--- src/rtl/ireg_pkg.sv ---
// Shared types for the indirect register access bridge.
package ireg_pkg;

    // Window offsets seen by the host
    typedef enum logic [2:0] {
        WIN_ADDR  = 3'd0,
        WIN_WDATA = 3'd1,
        WIN_RDATA = 3'd2,
        WIN_CMD   = 3'd3,
        WIN_DONE  = 3'd4,
        WIN_ERR   = 3'd5
    } win_sel_e;

    // Sequencer states
    typedef enum logic {
        ST_IDLE = 1'b0,
        ST_WAIT = 1'b1
    } acc_state_e;

endpackage

--- src/rtl/ireg_win_regs.sv ---
// Host-visible window registers.
// Holds the address, write-data, read-data and command registers and
// answers host reads one cycle after acceptance.
// Assumes ADDR_W < DATA_W. Done/error flags come from the sequencer.
module ireg_win_regs
    import ireg_pkg::*;
#(
    parameter int DATA_W = 32,
    parameter int ADDR_W = 16
) (
    input  logic              clk,
    input  logic              rst_n,
    input  logic              host_valid,
    input  logic              host_write,
    input  logic [2:0]        host_addr,
    input  logic [DATA_W-1:0] host_wdata,
    output logic              host_rvalid,
    output logic [DATA_W-1:0] host_rdata,
    input  logic              rd_load,
    input  logic [DATA_W-1:0] rd_value,
    input  logic              done_flag,
    input  logic              err_flag,
    output logic [ADDR_W-1:0] tgt_addr,
    output logic [DATA_W-1:0] tgt_wdata,
    output logic [DATA_W-1:0] cmd_q,
    output logic              cmd_wr
);
    localparam int PAD_W = DATA_W - ADDR_W;

    logic [DATA_W-1:0] rdata_q;
    logic              wr_en;
    logic              rd_en;

    assign wr_en  = host_valid && host_write;
    assign rd_en  = host_valid && !host_write;
    assign cmd_wr = wr_en && (host_addr == WIN_CMD);

    // Writable registers: address, write data, command
    always_ff @(posedge clk) begin
        if (!rst_n) begin
            tgt_addr  <= '0;
            tgt_wdata <= '0;
            cmd_q     <= '0;
        end else if (wr_en) begin
            case (host_addr)
                WIN_ADDR:  tgt_addr  <= host_wdata[ADDR_W-1:0];
                WIN_WDATA: tgt_wdata <= host_wdata;
                WIN_CMD:   cmd_q     <= host_wdata;
                default:   ;
            endcase
        end
    end

    // Read-result register, loaded only by a completing read
    always_ff @(posedge clk) begin
        if (!rst_n) rdata_q <= '0;
        else if (rd_load) rdata_q <= rd_value;
    end

    // Registered host read path
    always_ff @(posedge clk) begin
        if (!rst_n) begin
            host_rvalid <= 1'b0;
            host_rdata  <= '0;
        end else begin
            host_rvalid <= rd_en;
            if (rd_en) begin
                case (host_addr)
                    WIN_ADDR:  host_rdata <= {{PAD_W{1'b0}}, tgt_addr};
                    WIN_WDATA: host_rdata <= tgt_wdata;
                    WIN_RDATA: host_rdata <= rdata_q;
                    WIN_CMD:   host_rdata <= cmd_q;
                    WIN_DONE:  host_rdata <= {{(DATA_W-1){1'b0}}, done_flag};
                    WIN_ERR:   host_rdata <= {{(DATA_W-1){1'b0}}, err_flag};
                    default:   host_rdata <= '0;
                endcase
            end
        end
    end
endmodule

--- src/rtl/ireg_cmd_trigger.sv ---
// Command decode.
// Turns a host write to the command register into a start-write,
// start-read or clear event. A start needs exactly one command bit set,
// that bit newly rising, and an idle sequencer.
module ireg_cmd_trigger #(
    parameter int DATA_W = 32
) (
    input  logic              cmd_wr,
    input  logic [DATA_W-1:0] cmd_new,
    input  logic [1:0]        cmd_old_bits,
    input  logic              busy,
    output logic              go_write,
    output logic              go_read,
    output logic              clr
);
    localparam int WR_BIT = DATA_W - 1;
    localparam int RD_BIT = DATA_W - 2;

    logic wr_code;
    logic rd_code;

    // Single-code decode with rising-edge qualification
    always_comb begin
        wr_code  = cmd_new[WR_BIT] && !cmd_new[RD_BIT];
        rd_code  = cmd_new[RD_BIT] && !cmd_new[WR_BIT];
        go_write = cmd_wr && !busy && wr_code && !cmd_old_bits[1];
        go_read  = cmd_wr && !busy && rd_code && !cmd_old_bits[0];
        clr      = cmd_wr && (cmd_new == '0);
    end
endmodule

--- src/rtl/ireg_wait_timer.sv ---
// Timeout counter for a pending internal access.
// Counts waiting cycles and flags expiry in the LIMIT-th one.
module ireg_wait_timer #(
    parameter int LIMIT = 64
) (
    input  logic clk,
    input  logic rst_n,
    input  logic clr,
    input  logic run,
    output logic expired
);
    localparam int CW = $clog2(LIMIT + 1);

    logic [CW-1:0] cnt_q;

    // Count cycles spent waiting; restart at each new access
    always_ff @(posedge clk) begin
        if (!rst_n) cnt_q <= '0;
        else if (clr) cnt_q <= '0;
        else if (run) cnt_q <= cnt_q + 1'b1;
    end

    assign expired = run && (cnt_q == CW'(LIMIT - 1));
endmodule

--- src/rtl/ireg_access_seq.sv ---
// Internal access sequencer.
// Issues a one-cycle request and waits for ready or timeout.
// Reports done or error and requests the read-data load.
// Address and data are captured at start, so later window writes do not
// disturb a pending access.
module ireg_access_seq
    import ireg_pkg::*;
#(
    parameter int DATA_W      = 32,
    parameter int ADDR_W      = 16,
    parameter int TIMEOUT_CYC = 64
) (
    input  logic              clk,
    input  logic              rst_n,
    input  logic              go_write,
    input  logic              go_read,
    input  logic              clr,
    input  logic [ADDR_W-1:0] tgt_addr,
    input  logic [DATA_W-1:0] tgt_wdata,
    input  logic              int_ready,
    output logic              int_req,
    output logic              int_we,
    output logic [ADDR_W-1:0] int_addr,
    output logic [DATA_W-1:0] int_wdata,
    output logic              busy,
    output logic              done_flag,
    output logic              err_flag,
    output logic              rd_load
);
    acc_state_e state_q;
    logic       start;
    logic       expired;

    assign start   = go_write || go_read;
    assign busy    = (state_q == ST_WAIT);
    assign rd_load = busy && int_ready && !int_we;

    ireg_wait_timer #(.LIMIT(TIMEOUT_CYC)) i_timer (
        .clk     (clk),
        .rst_n   (rst_n),
        .clr     (start),
        .run     (busy && !int_ready),
        .expired (expired)
    );

    // State, request pulse and completion flags
    always_ff @(posedge clk) begin
        if (!rst_n) begin
            state_q   <= ST_IDLE;
            int_req   <= 1'b0;
            int_we    <= 1'b0;
            int_addr  <= '0;
            int_wdata <= '0;
            done_flag <= 1'b0;
            err_flag  <= 1'b0;
        end else begin
            int_req <= 1'b0;
            case (state_q)
                ST_IDLE: begin
                    if (start) begin
                        state_q   <= ST_WAIT;
                        int_req   <= 1'b1;
                        int_we    <= go_write;
                        int_addr  <= tgt_addr;
                        int_wdata <= tgt_wdata;
                        done_flag <= 1'b0;
                        err_flag  <= 1'b0;
                    end else if (clr) begin
                        done_flag <= 1'b0;
                        err_flag  <= 1'b0;
                    end
                end
                ST_WAIT: begin
                    if (int_ready) begin
                        state_q   <= ST_IDLE;
                        done_flag <= 1'b1;
                    end else if (expired) begin
                        state_q  <= ST_IDLE;
                        err_flag <= 1'b1;
                    end
                end
                default: state_q <= ST_IDLE;
            endcase
        end
    end
endmodule

--- src/rtl/ireg_window_bridge.sv ---
// Top of the indirect register access bridge.
// Connects the host window, the command decode and the access sequencer.
// The host port accepts every access (host_ready is constant high).
module ireg_window_bridge #(
    parameter int DATA_W      = 32,
    parameter int ADDR_W      = 16,
    parameter int TIMEOUT_CYC = 64
) (
    input  logic              clk,
    input  logic              rst_n,
    input  logic              host_valid,
    input  logic              host_write,
    input  logic [2:0]        host_addr,
    input  logic [DATA_W-1:0] host_wdata,
    output logic              host_ready,
    output logic              host_rvalid,
    output logic [DATA_W-1:0] host_rdata,
    output logic              int_req,
    output logic              int_we,
    output logic [ADDR_W-1:0] int_addr,
    output logic [DATA_W-1:0] int_wdata,
    input  logic [DATA_W-1:0] int_rdata,
    input  logic              int_ready
);
    logic [ADDR_W-1:0] tgt_addr;
    logic [DATA_W-1:0] tgt_wdata;
    logic [DATA_W-1:0] cmd_q;
    logic              cmd_wr;
    logic              go_write;
    logic              go_read;
    logic              clr;
    logic              busy;
    logic              done_flag;
    logic              err_flag;
    logic              rd_load;

    assign host_ready = 1'b1;

    ireg_win_regs #(.DATA_W(DATA_W), .ADDR_W(ADDR_W)) i_regs (
        .clk         (clk),
        .rst_n       (rst_n),
        .host_valid  (host_valid),
        .host_write  (host_write),
        .host_addr   (host_addr),
        .host_wdata  (host_wdata),
        .host_rvalid (host_rvalid),
        .host_rdata  (host_rdata),
        .rd_load     (rd_load),
        .rd_value    (int_rdata),
        .done_flag   (done_flag),
        .err_flag    (err_flag),
        .tgt_addr    (tgt_addr),
        .tgt_wdata   (tgt_wdata),
        .cmd_q       (cmd_q),
        .cmd_wr      (cmd_wr)
    );

    ireg_cmd_trigger #(.DATA_W(DATA_W)) i_trig (
        .cmd_wr       (cmd_wr),
        .cmd_new      (host_wdata),
        .cmd_old_bits (cmd_q[DATA_W-1:DATA_W-2]),
        .busy         (busy),
        .go_write     (go_write),
        .go_read      (go_read),
        .clr          (clr)
    );

    ireg_access_seq #(
        .DATA_W(DATA_W), .ADDR_W(ADDR_W), .TIMEOUT_CYC(TIMEOUT_CYC)
    ) i_seq (
        .clk       (clk),
        .rst_n     (rst_n),
        .go_write  (go_write),
        .go_read   (go_read),
        .clr       (clr),
        .tgt_addr  (tgt_addr),
        .tgt_wdata (tgt_wdata),
        .int_ready (int_ready),
        .int_req   (int_req),
        .int_we    (int_we),
        .int_addr  (int_addr),
        .int_wdata (int_wdata),
        .busy      (busy),
        .done_flag (done_flag),
        .err_flag  (err_flag),
        .rd_load   (rd_load)
    );
endmodule

--- config.mk ---
export PLATFORM = sky130hd
export DESIGN_NAME = ireg_window_bridge
export DESIGN_NICKNAME = d
export VERILOG_FILES = /design/src/rtl/ireg_pkg.sv /design/src/rtl/ireg_win_regs.sv /design/src/rtl/ireg_cmd_trigger.sv /design/src/rtl/ireg_wait_timer.sv /design/src/rtl/ireg_access_seq.sv /design/src/rtl/ireg_window_bridge.sv
export SDC_FILE = /design/constraint.sdc
export NUM_CORES = 1
export LEC_CHECK = 0
export BUFFER_PORTS_ARGS = -buffer_cell sky130_fd_sc_hd__buf_2
export CORE_UTILIZATION = 30
export CTS_CLUSTER_DIAMETER = 100
export DETAILED_ROUTE_END_ITERATION = 10
export GPL_ROUTABILITY_DRIVEN = 0
export PLACE_DENSITY_LB_ADDON = 0.12
export SLEW_MARGIN = 5
export SYNTH_ARGS = -nofsm -noshare
export SYNTH_HDL_FRONTEND = slang
export SYNTH_SLANG_ARGS = --single-unit
--- constraint.sdc ---
create_clock -name clk -period 2.1 [get_ports clk]
set_input_delay 0.42 -clock clk [delete_from_list [all_inputs] [get_ports clk]]
set_output_delay 0.42 -clock clk [all_outputs]
set_load 0.02 [all_outputs]
[Word-level counts from Yosys, hierarchy flattened]
Cells that the tools add are included.
W data, S select, Z words.
Cells by class
  magnitude comparators: 0
  add/subtract/negate cells: 1
  reduce and logical (&&, ||, !) cells: 34
  shift operators: 0
  multipliers: 0
  muxes and demuxes: 12
  div/mod/pow operators: 0
  bitwise operators: 2
  equality and inequality tests: 10
Operators with widths (number)
  $pmux W32 S6: 1
  $logic_not A32 Y1: 1
  $logic_and A1 B1 Y1: 15
  $reduce_and A2 Y1: 5
  $logic_not A1 Y1: 8
  $mux W1: 8
  $add A7 B1 Y7 const B: 1
  $eq A7 B6 Y1 const B: 1
  $eq A3 B2 Y1 const B: 2
  $eq A3 B3 Y1 const B: 2
  $ne A2 B2 Y1 const B: 3
  $pmux W1 S2: 3
  $reduce_or A2 Y1: 2
  $eq A3 B1 Y1 const B: 1
  $logic_not A3 Y1: 1
  $ne A3 B3 Y1 const B: 1
  $reduce_and A3 Y1: 1
  $not A1 Y1: 2
  $logic_or A1 B1 Y1: 1
Storage, ports and cells
  latch bits: 0
  bits in registers: 205
  memories: 0
  memory bits (read-only): 0
  memory bits (writable): 0
  input bits: 72

[Depth between registers and ports, before layout]
  depth in word-level cells: 8
  mapped depth: 8
  depth with buffers taken out: 5

[Modules after synthesis]
A second synthesis with hierarchy kept.
Unflattened totals
  cell total of the unflattened synthesis: 938
  area total of the unflattened synthesis: 8684.6 µm²
Modules (own cells, without submodules)
  ireg_win_regs: seq. area each 2902.8 µm², area an instance 6337.3 µm², instances 1, cells an instance 651
  ireg_access_seq: seq. area each 1061.0 µm², area an instance 1925.6 µm², instances 1, cells an instance 239
  ireg_wait_timer: seq. area each 140.1 µm², area an instance 282.8 µm², instances 1, cells an instance 31
  ireg_cmd_trigger: seq. area each 0.0 µm², area an instance 127.6 µm², instances 1, cells an instance 15
  ireg_window_bridge: seq. area each 0.0 µm², area an instance 11.3 µm², instances 1, cells an instance 2

[Worst setup path after synthesis]
No wires, ideal clock.
  path type: input-to-reg
  start: input host_addr[1]
  end: register i_regs.tgt_addr[10]
  setup time: 128 ps
  required time: 1972 ps
  path slack: 445 ps
  data arrival time: 1527 ps
  stages: 6
  path buffers: 3
  cell sequence: buf_2 -> or4_4 -> buf_6 -> buf_6 -> mux2i_1 -> nor2_1
On the way
  word-level cells in the longest chain between the ends: 2
Ends and longest elaborated chain
  from (decl): RTL line ireg_window_bridge.sv:13  | input logic [2:0] host_addr,
  $logic_not A3 Y1: RTL line ireg_win_regs.sv:45  | case (host_addr)
  $reduce_and A2 Y1 (no source line)
  to (signal assigned): RTL line ireg_win_regs.sv:46  | WIN_ADDR: tgt_addr <= host_wdata[ADDR_W-1:0];
  to (decl): RTL line ireg_win_regs.sv:23  | output logic [ADDR_W-1:0] tgt_addr,
Every way passes these cells.
A chain may end at the register's enable or synchronous reset.

[Worst setup path after layout]
  start: register i_seq.state_q (netlist: i_seq.busy)
  end: register i_regs.rdata_q[2]
On the way
  word-level cells in the longest chain between the ends: 2
Ends and longest elaborated chain
  from (decl): RTL line ireg_access_seq.sv:30  | acc_state_e state_q;
  from (signal assigned): RTL line ireg_access_seq.sv:49  | state_q <= ST_IDLE;
  from (signal assigned): RTL line ireg_access_seq.sv:61  | state_q <= ST_WAIT;
  from (signal assigned): RTL line ireg_access_seq.sv:75  | state_q <= ST_IDLE;
  $logic_and A1 B1 Y1 (2 in series): RTL line ireg_access_seq.sv:36  | assign rd_load = busy && int_ready && !int_we;
  to (signal assigned): RTL line ireg_win_regs.sv:57  | else if (rd_load) rdata_q <= rd_value;
  to (decl): RTL line ireg_win_regs.sv:30  | logic [DATA_W-1:0] rdata_q;
Every way passes these cells.

==> results.toml <==
[clock_network]
postCtsHoldBufs = 0
ctsResizeCount = 0
ctsRootBufferMaster = "clkbuf_16"
htreeDepth = 1
path_clk_slew_ps = 60
cts_made_buffers = 24
postCtsSetupRepairBufs = 0
cts_max_path_buffers = 3
clk_latency_ps = 510
tritoncts = "yes"
clock-sinks = 205

[logic_synthesis]
yosys_warnings = 0
syn-cell-area_um2 = 7950
synthDistinctLibCells = 39
synth-xor-area-share_pct = 0.661
ys.flop_type = "dfxtp_1"
syn_inst = 940
synth-edff-count = 0
synth_simple_gate_area_share_pct = 18.9
synthArstFlopShare_pct = 0
syn_nets = 1013
synth_top_family_by_area = "simple AND/OR/NAND/NOR gates"
syn_avg_cell_area_um2 = 8.46
synth_compound_area_share_pct = 17.0
synthAdderAreaFrac_pct = 0.157
yosysSeqAreaShare_pct = 51.6
synth_mux_area_share_pct = 7.10
ys_ff_latch = 205

[sta]
tightest_slew_ps = 833
setup_viol = 0
max_slew_margin_pct = 44.4
max_freq_mhz = 638
drv_slew = 0
rsz0062_at_grt = "no"
min_period_ps = 1570
clock_skew_ps = 9.55
whs_ps = 146
hold_violations = 0
timing.final.crit_share_pct = 74.6
tns_ps = 0

[critical_path]
critPathLaunchType = "flop"
crit_required_ps = 2480
worstSetupEndpointType = "flop"
cp.arrival_ps = 1950
worstSetupPathType = "reg -> reg"
path_max_fanout = 32

[min_path]
hold_class = "in -> reg"

[place]
io_buffers = 154
dp_hpwl_mm = 17.1

[global_route]
grt_pass1_vias = 6566
grtUsageMet1_pct = 25.2
grt-ovfl-total = 0
use_met3_pct = 3.44
grt_use_total_pct = 18.5
grt_pass1_wl_mm = 38.4
busiest_layer = "met2"
grt_max_degree = 54
grt_use_met2_pct = 30.1
antenna_found_initial = 3

[power]
total_leakage_power_uw = 0.00394
ir_drop_mv = 0.469
power_uw = 8860
power_density_nw_per_um2 = 883

[final_layout]
syn_to_final_growth_pct = 26.2
nets = 1152
drive_above_1_share_pct = 24.6

[drt]
vias = 6821
drc_errors = 0
drt.antenna.violating_nets = 0
routed_wl_mm = 25.3
first_iter_violations = 402
first_pass_iters = 4
viasPerCell = 4.75
routedWlPerCell_um = 17.6

[floorplanning]
core_area_um2 = 26100
die-height_um = 165
std_cell_rows = 59
dieWidth_um = 165
ios = 156
start_util_pct = 30.5
design.die.area_um2 = 27200

[flow_run]
maxCapViolCount = 0

[status]
status = "finished, final reports clean"
## cells in the mapped netlist, types with 2 or more instances
cell	instances	area [um2]
nand4_1	4	25.0
nor3b_1	2	15.0
dfxtp_1	205	4100
mux2_2	31	349
mux2i_1	17	170
and2_1	2	12.5
buf_2	16	80.1
a22o_1	16	140
buf_6	3	33.8
nor4_1	11	68.8
nor2_1	44	165
clkbuf_1	46	173
a21oi_1	146	731
mux2_1	2	22.5
inv_1	2	7.51
nor2b_1	3	18.8
buf_4	9	67.6
o21ai_0	6	30.0
a22oi_1	46	345
nand2_1	295	1110
o21ai_1	10	50.1
xor2_1	5	43.8
and4b_1	3	30.0
## path summary, 6_finish.rpt
| path | start | end | slack (ps) | cells past startpoint |
|---|---|---|---|---|
| max | i_seq.busy | i_regs.rdata_q[2] | 530 | 4 |
| min | int_rdata[8] | i_regs.rdata_q[8] | 150 | 3 |
| max reg2reg | i_seq.busy | i_regs.rdata_q[2] | 530 | 4 |
| min reg2reg | i_seq.int_addr[10] | i_seq.int_addr[10] | 450 | 2 |
## layer usage
metal | share of wire, % | routed length [um]
met1 | 48 | 12200
met2 | 45 | 11300
met3 | 5.2 | 1320
met4 | 1.7 | 425
met5 | 0 | 0
## metrics by stage
step	util [%]	worst slack [ps]	instances	cell area (um2)
6_report	38.5	532	1435	10000
5_1_grt	38.5	379	1433	10000
4_1_cts	38.5	520	1432	10000
3_5_place_dp	35.1	260	1388	9160
3_3_place_gp	35.1	232	1388	9160
2_1_floorplan	-	445	940	7950
## critical path: stages (launching register included)
cell	delay [ps]
dfxtp_1	430
nand2_1	140
or2_2	620
nand2_1	180
a21oi_1	70
## logic make-up (layout without fill, tap and decap cells)
| group | Yosys count | in the layout |
|---|---|---|
| simple gates | 371 | 371 |
| compound gates | 229 | 229 |
| flops | 205 | 205 |
| buf+inv | 76 | 233 |
| mux | 51 | 51 |
| xor+xnor | 6 | 6 |
| fa+ha+maj | 1 | 1 |
| other cells | 1 | 4 |
## where the power goes
group	internal, uW	switching, uW	total (uW)
clock	2870	1660	4530
combinational	135	260	395
sequential	3910	16.0	3930
total	6920	1940	8860
## area by class of cell
class	instances	area [um2]
inverter	2	12.5
clock buffer	35	723
tap	335	419
clock inverter	9	145
antenna	3	7.51
fill	2747	16000
multi-input combinational	659	3520
sequential	205	4100
timing repair buffer	187	1110
## placed cells by master, fill, tap and decap left out, drive strengths merged, types with 4 or more instances in the layout
cell type	count
a22o	16
clkinv	5
nor4	11
buf	187
o21ai	16
xor2	5
a21oi	146
clkbuf	35
mux2i	17
nand4	4
dfxtp	205
a22oi	46
mux2	33
nor2	44
bufinv	4
nand2	296
## state kept, by name (all words and copies together), names as in the netlist
signal and flops:
i_regs.cmd_q 32, i_regs.host_rdata 32, i_regs.host_rvalid 1, i_regs.rdata_q 32
i_regs.tgt_addr 16, i_regs.tgt_wdata 32, i_seq.busy 1, i_seq.done_flag 1
i_seq.err_flag 1, i_seq.i_timer.cnt_q 7, i_seq.int_addr 16, i_seq.int_req 1
i_seq.int_wdata 32, i_seq.int_we 1
No activity file was read; power rests on OpenSTA's default activity.
